### src/rtl/pmon_tbase_pkg.sv
// Package: shared address map, control-bit positions and source decoding
// for the performance-monitor timebase generator.
package pmon_tbase_pkg;

    // Register addresses (word offsets within the block).
    localparam int ADDR_CTRL   = 0;
    localparam int ADDR_PERIOD = 1;

    // Control word bit positions.
    localparam int CTRL_MODE_BIT = 0;
    localparam int CTRL_SRC_BIT  = 1;
    localparam int CTRL_MAN_BIT  = 2;

    // Which automatic source currently drives the tick.
    typedef enum logic [1:0] {
        SRC_EXT_TB  = 2'd0,
        SRC_INT_TMR = 2'd1,
        SRC_OBC     = 2'd2
    } tb_src_e;

    // Map the two control bits onto the active automatic source.
    function automatic tb_src_e decode_src(input logic mode_auto, input logic src_int);
        if (!mode_auto)
            return SRC_EXT_TB;
        else if (src_int)
            return SRC_INT_TMR;
        else
            return SRC_OBC;
    endfunction

endpackage

### src/rtl/pmon_tbase_csr.sv
// Module: pmon_tbase_csr
// Holds the control word and the interval register.
// The manual-trigger bit is a one-cycle pending flag: it is set by a write
// and cleared on the next clock.
// Assumes DATA_W >= PERIOD_W and DATA_W >= 3, and that reads are combinational.
module pmon_tbase_csr
    import pmon_tbase_pkg::*;
#(
    parameter int ADDR_W     = 8,
    parameter int DATA_W     = 32,
    parameter int PERIOD_W   = 18,
    parameter logic [PERIOD_W-1:0] PERIOD_RST = 18'h1E600
) (
    input  logic                clk,
    input  logic                rst_n,
    input  logic                wr_i,
    input  logic [ADDR_W-1:0]   addr_i,
    input  logic [DATA_W-1:0]   wdata_i,
    output logic [DATA_W-1:0]   rdata_o,
    output logic                mode_auto_o,
    output logic                src_int_o,
    output logic                man_pend_o,
    output logic [PERIOD_W-1:0] period_o
);

    logic sel_ctrl;
    logic sel_period;
    logic unused_wdata_hi;

    assign sel_ctrl        = (addr_i == ADDR_W'(ADDR_CTRL));
    assign sel_period      = (addr_i == ADDR_W'(ADDR_PERIOD));
    assign unused_wdata_hi = ^wdata_i[DATA_W-1:PERIOD_W];

    // Register update: control bits, self-clearing trigger, interval value.
    always_ff @(posedge clk) begin
        if (!rst_n) begin
            mode_auto_o <= 1'b1;
            src_int_o   <= 1'b1;
            man_pend_o  <= 1'b0;
            period_o    <= PERIOD_RST;
        end else begin
            man_pend_o <= 1'b0;
            if (wr_i && sel_ctrl) begin
                mode_auto_o <= wdata_i[CTRL_MODE_BIT];
                src_int_o   <= wdata_i[CTRL_SRC_BIT];
                man_pend_o  <= wdata_i[CTRL_MAN_BIT];
            end
            if (wr_i && sel_period)
                period_o <= wdata_i[PERIOD_W-1:0];
        end
    end

    // Read multiplexer: unmapped addresses and bits read as zero.
    always_comb begin
        rdata_o = '0;
        if (sel_ctrl) begin
            rdata_o[CTRL_MODE_BIT] = mode_auto_o;
            rdata_o[CTRL_SRC_BIT]  = src_int_o;
            rdata_o[CTRL_MAN_BIT]  = man_pend_o;
        end else if (sel_period) begin
            rdata_o[PERIOD_W-1:0] = period_o;
        end
    end

endmodule

### src/rtl/pmon_interval_timer.sv
// Module: pmon_interval_timer
// A down-counter that flags its terminal count once every max(period,1)
// cycles while enabled. It reloads at the terminal count. While disabled
// it holds at the reload value, so period changes take effect only on a reload.
// Assumes period_i comes straight from a register.
module pmon_interval_timer #(
    parameter int PERIOD_W = 18,
    parameter logic [PERIOD_W-1:0] RST_LOAD = 18'h1E600
) (
    input  logic                clk,
    input  logic                rst_n,
    input  logic                en_i,
    input  logic [PERIOD_W-1:0] period_i,
    output logic                hit_o,
    output logic [PERIOD_W-1:0] cnt_o,
    output logic [PERIOD_W-1:0] reload_o
);

    localparam logic [PERIOD_W-1:0] ONE = PERIOD_W'(1);

    logic at_end;

    // Reload value: zero is promoted to one so the counter never stalls.
    assign reload_o = (period_i == '0) ? ONE : period_i;
    assign at_end   = (cnt_o == ONE);
    assign hit_o    = en_i && at_end;

    // Count down while enabled; reload at the end or while idle.
    always_ff @(posedge clk) begin
        if (!rst_n)
            cnt_o <= RST_LOAD;
        else if (!en_i || at_end)
            cnt_o <= reload_o;
        else
            cnt_o <= cnt_o - ONE;
    end

endmodule

### src/rtl/pmon_edge_sync.sv
// Module: pmon_edge_sync
// Brings an asynchronous input into the clock domain through STAGES flops.
// One extra flop is used to detect a rising edge.
// rise_o is high for one cycle for each low-to-high transition seen.
// Assumes the input stays at each level for at least one clock period.
module pmon_edge_sync #(
    parameter int STAGES = 2
) (
    input  logic clk,
    input  logic rst_n,
    input  logic d_i,
    output logic rise_o
);

    logic [STAGES:0] shreg;

    // Synchronizer chain plus one history flop.
    always_ff @(posedge clk) begin
        if (!rst_n)
            shreg <= '0;
        else
            shreg <= {shreg[STAGES-1:0], d_i};
    end

    assign rise_o = shreg[STAGES-1] && !shreg[STAGES];

endmodule

### src/rtl/pmon_timebase.sv
// Module: pmon_timebase (top)
// A timebase tick generator for performance-monitor sampling.
// The tick can come from the internal interval timer, from the external
// timebase input or from the controller pulse input, and a manual trigger
// can be added on top. All causes are ORed into one registered pulse,
// so causes that fall in the same cycle give a single tick.
// Assumes ext_tb_i and obc_pulse_i are asynchronous to clk.
module pmon_timebase
    import pmon_tbase_pkg::*;
#(
    parameter int ADDR_W      = 8,
    parameter int DATA_W      = 32,
    parameter int PERIOD_W    = 18,
    parameter logic [PERIOD_W-1:0] PERIOD_RST = 18'h1E600,
    parameter int SYNC_STAGES = 2
) (
    input  logic              clk,
    input  logic              rst_n,
    input  logic              csr_wr_i,
    input  logic [ADDR_W-1:0] csr_addr_i,
    input  logic [DATA_W-1:0] csr_wdata_i,
    output logic [DATA_W-1:0] csr_rdata_o,
    input  logic              ext_tb_i,
    input  logic              obc_pulse_i,
    output logic              tick_o
);

    localparam int N_EXT = 2;
    localparam int IDX_TB  = 0;
    localparam int IDX_OBC = 1;
    localparam logic [PERIOD_W-1:0] RST_LOAD =
        (PERIOD_RST == '0) ? PERIOD_W'(1) : PERIOD_RST;

    logic                mode_auto;
    logic                src_int;
    logic                man_pend;
    logic [PERIOD_W-1:0] period;
    logic [PERIOD_W-1:0] tmr_cnt;
    logic [PERIOD_W-1:0] eff_period;
    logic                int_en;
    logic                int_hit;
    logic                ext_hit;
    logic [N_EXT-1:0]    ext_raw;
    logic [N_EXT-1:0]    ext_rise;
    tb_src_e             src_sel;

    pmon_tbase_csr #(
        .ADDR_W     (ADDR_W),
        .DATA_W     (DATA_W),
        .PERIOD_W   (PERIOD_W),
        .PERIOD_RST (PERIOD_RST)
    ) u_csr (
        .clk         (clk),
        .rst_n       (rst_n),
        .wr_i        (csr_wr_i),
        .addr_i      (csr_addr_i),
        .wdata_i     (csr_wdata_i),
        .rdata_o     (csr_rdata_o),
        .mode_auto_o (mode_auto),
        .src_int_o   (src_int),
        .man_pend_o  (man_pend),
        .period_o    (period)
    );

    assign src_sel = decode_src(mode_auto, src_int);
    assign int_en  = (src_sel == SRC_INT_TMR);

    pmon_interval_timer #(
        .PERIOD_W (PERIOD_W),
        .RST_LOAD (RST_LOAD)
    ) u_timer (
        .clk      (clk),
        .rst_n    (rst_n),
        .en_i     (int_en),
        .period_i (period),
        .hit_o    (int_hit),
        .cnt_o    (tmr_cnt),
        .reload_o (eff_period)
    );

    assign ext_raw[IDX_TB]  = ext_tb_i;
    assign ext_raw[IDX_OBC] = obc_pulse_i;

    // One synchronizer and edge detector per external input.
    for (genvar g = 0; g < N_EXT; g++) begin : g_ext
        pmon_edge_sync #(
            .STAGES (SYNC_STAGES)
        ) u_sync (
            .clk    (clk),
            .rst_n  (rst_n),
            .d_i    (ext_raw[g]),
            .rise_o (ext_rise[g])
        );
    end

    assign ext_hit = ((src_sel == SRC_EXT_TB) && ext_rise[IDX_TB]) ||
                     ((src_sel == SRC_OBC)    && ext_rise[IDX_OBC]);

    // Output pulse: any cause registers as one tick.
    always_ff @(posedge clk) begin
        if (!rst_n)
            tick_o <= 1'b0;
        else
            tick_o <= int_hit || ext_hit || man_pend;
    end

endmodule

### config.mk
export PLATFORM = sky130hd
export DESIGN_NAME = pmon_timebase
export DESIGN_NICKNAME = d
export VERILOG_FILES = /design/src/rtl/pmon_tbase_pkg.sv /design/src/rtl/pmon_tbase_csr.sv /design/src/rtl/pmon_interval_timer.sv /design/src/rtl/pmon_edge_sync.sv /design/src/rtl/pmon_timebase.sv
export SDC_FILE = /design/constraint.sdc
export NUM_CORES = 1
export LEC_CHECK = 0
export BUFFER_PORTS_ARGS = -buffer_cell sky130_fd_sc_hd__buf_2
export CAP_MARGIN = 10
export CELL_PAD_IN_SITES_DETAIL_PLACEMENT = 0
export CELL_PAD_IN_SITES_GLOBAL_PLACEMENT = 1
export CORE_MARGIN = 1.5
export CORE_UTILIZATION = 39
export CTS_BUF_LIST = sky130_fd_sc_hd__clkbuf_8
export DETAILED_ROUTE_END_ITERATION = 10
export PLACE_DENSITY = 0.9
export SLEW_MARGIN = 10
export SYNTH_ARGS = -nofsm -noshare
export SYNTH_HDL_FRONTEND = slang
export SYNTH_HIERARCHICAL = 1
export SYNTH_SLANG_ARGS = --single-unit
### constraint.sdc
create_clock -name clk -period 2.05 [get_ports clk]
set_input_delay 0.1025 -clock clk [delete_from_list [all_inputs] [get_ports clk]]
set_output_delay 0.1025 -clock clk [all_outputs]
set_load 0.03 [all_outputs]
==> flow_summary.json <==
{
  "wire_per_inst_um": 12.1,
  "status": "completed",
  "initial_utilization_pct": 41.0,
  "dpl.hpwl_mm": 3.60,
  "io_buffers": 49,
  "crit_path_end_kind": "flip-flop",
  "avgSynthCellArea_um2": 9.22,
  "dieHeight_um": 82.6,
  "relSlewSlack_pct": 59.6,
  "tightest_slew_ns": 0.606,
  "postCtsHoldBufs": 2,
  "fin_cells": 393,
  "cts_buffers": 5,
  "drcViolationCount": 0,
  "grt_pass1_vias": 1775,
  "slew_viol_final": 0,
  "first_pass_iters": 4,
  "finalPower_uw": 1910,
  "grt.overflow.total": 0,
  "area_growth_pct": 13.8,
  "hold_end": "u_csr/period_o[3]",
  "path_clk_slew_ns": 0.08,
  "path_class": "reg2reg",
  "rsz0062_at_grt": "no",
  "crit_fanout": 26,
  "r2r_start": "u_timer/cnt_o[8]",
  "cp-start-kind": "flip-flop",
  "whs_path_depth": 3,
  "fin_crit_sh_pct": 90.3,
  "final.setup.tns_ns": 0,
  "syn_area_um2": 2470,
  "final.min_clock_period_ns": 1.85,
  "cp.arrival_ns": 2.00,
  "pin_count": 78,
  "worstRegToRegCells": 6,
  "die_x_um": 82.6,
  "holdCritStartpoint": "csr_wdata_i[3]",
  "startpoint": "u_timer/cnt_o[8]",
  "cts_max_level": 2,
  "synth_cells": 268,
  "viasPerCell": 4.91,
  "hold_viol_final": 0,
  "cts.sinks": 46,
  "vias": 1931,
  "clock_latency_ns": 0.29,
  "diodes": 0,
  "max_freq_mhz": 540,
  "antenna_found_initial": 0,
  "fin_worst_skew_ns": 0.00817,
  "postCtsSetupRepairBufs": 0,
  "powerDensity_nw_per_um2": 679,
  "cts_tree": "yes",
  "post_cts_resized": 0,
  "rr_endpoint": "u_timer/cnt_o[15]",
  "timing.reg2reg.setup_slack_ns": 0.20,
  "cts_root_buf": "clkbuf_8",
  "grt_pass1_wl_mm": 7.88,
  "rows": 28,
  "nets": 364,
  "cts_buffer_depth": 2,
  "ant_nets": 0,
  "hp-class": "in2reg",
  "finalSetupViolations": 0,
  "wl_mm": 4.77,
  "drt-initial-drc-count": 76,
  "core_um2": 6030,
  "track_usage_pct": 14.9,
  "die_area_um2": 6820,
  "grt_max_degree": 32,
  "fill_cells": 587,
  "yosysWarnings": 6,
  "drv_cap": 0,
  "final_layout_size_suffix_gt1_share_pct": 25.2,
  "p_leak_uw": 0.00132,
  "dpl.cell_count": 383,
  "ir_worst_vdd_mv": 0.503,
  "place.gp.congestion": 0.736,
  "crit_required_ns": 2.20
}
==> power breakdown <==
group	internal (uW)	total, uW	switching [uW]
clock network	267	550	283
registers	950	1020	67.3
logic	162	341	179
==> metrics by stage <==
step	util, %	instance area (um2)	hold slack (ns)	setup slack (ns)
after CTS	46.7	2810	0.0353	0.226
after floorplan	-	2520	0.224	0.401
after global placement	44.8	2700	0.305	0.303
after detailed placement	44.8	2700	0.307	0.233
after global routing	46.7	2810	0.0372	0.142
final	46.7	2810	0.0409	0.200
==> worst max-delay path by stage <==
| stage | endpoint | depth (start not counted) | slack [ns] |
|---|---|---|---|
| 2_1_floorplan | u_timer/cnt_o[0] | 7 | 0.40 |
| 6_report | u_timer/cnt_o[15] | 6 | 0.20 |
| 3_5_place_dp | u_timer/cnt_o[15] | 6 | 0.23 |
| 4_1_cts | u_timer/cnt_o[15] | 6 | 0.23 |
| 5_1_grt | u_timer/cnt_o[16] | 5 | 0.14 |
| 3_3_place_gp | u_timer/cnt_o[6] | 6 | 0.30 |
==> metal layers <==
layer	GRT usage, %	part of all wire (%)	vias to the layer above
met5	0	0	-
met4	5.00	1.7	0
met3	3.52	3.3	4
met2	24.3	47	46
met1	19.3	48	901
li1	-	-	980
==> cell usage in the layout, fill, tap and decap left out, drive strengths merged, types with 3 or more instances in the layout <==
master	instances
nor2b	18
a211oi	9
nor2	21
xor2	11
nor4	7
and2	22
nand3	3
conb	14
o211ai	5
inv	6
o21ai	3
or4	3
nand4b	3
clkbuf	6
nor3	3
nand2	35
mux2i	23
xnor2	3
dfxtp	46
buf	54
==> area by class of cell <==
type | count | area, um2 | share of cell area [%]
Clock inverter | 2 | 8.76 | 0.312
Sequential cell | 46 | 921 | 32.8
Inverter | 5 | 18.8 | 0.668
Multi-Input combinational cell | 203 | 1380 | 49.2
Tap cell | 75 | 93.8 | 3.34
Clock buffer | 6 | 82.6 | 2.94
Timing Repair Buffer | 56 | 303 | 10.8
==> worst max-delay path, stage by stage, from the launching register on <==
cell      delay, ns
dfxtp_1        0.35
nor4_2         0.39
nand4b_1       0.25
o21a_1         0.24
buf_4          0.23
nor3_1         0.19
a31oi_1        0.07
==> registers in the layout, indices dropped and copies added (netlist names) <==
signal and count:
u_csr/src_int_o 1, u_csr/man_pend_o 1, g_ext.u_sync/shreg 6, u_csr/period_o 18
u_timer/cnt_o 18, tick_o 1, u_csr/mode_auto_o 1
(Power assumes the default switching activity.)
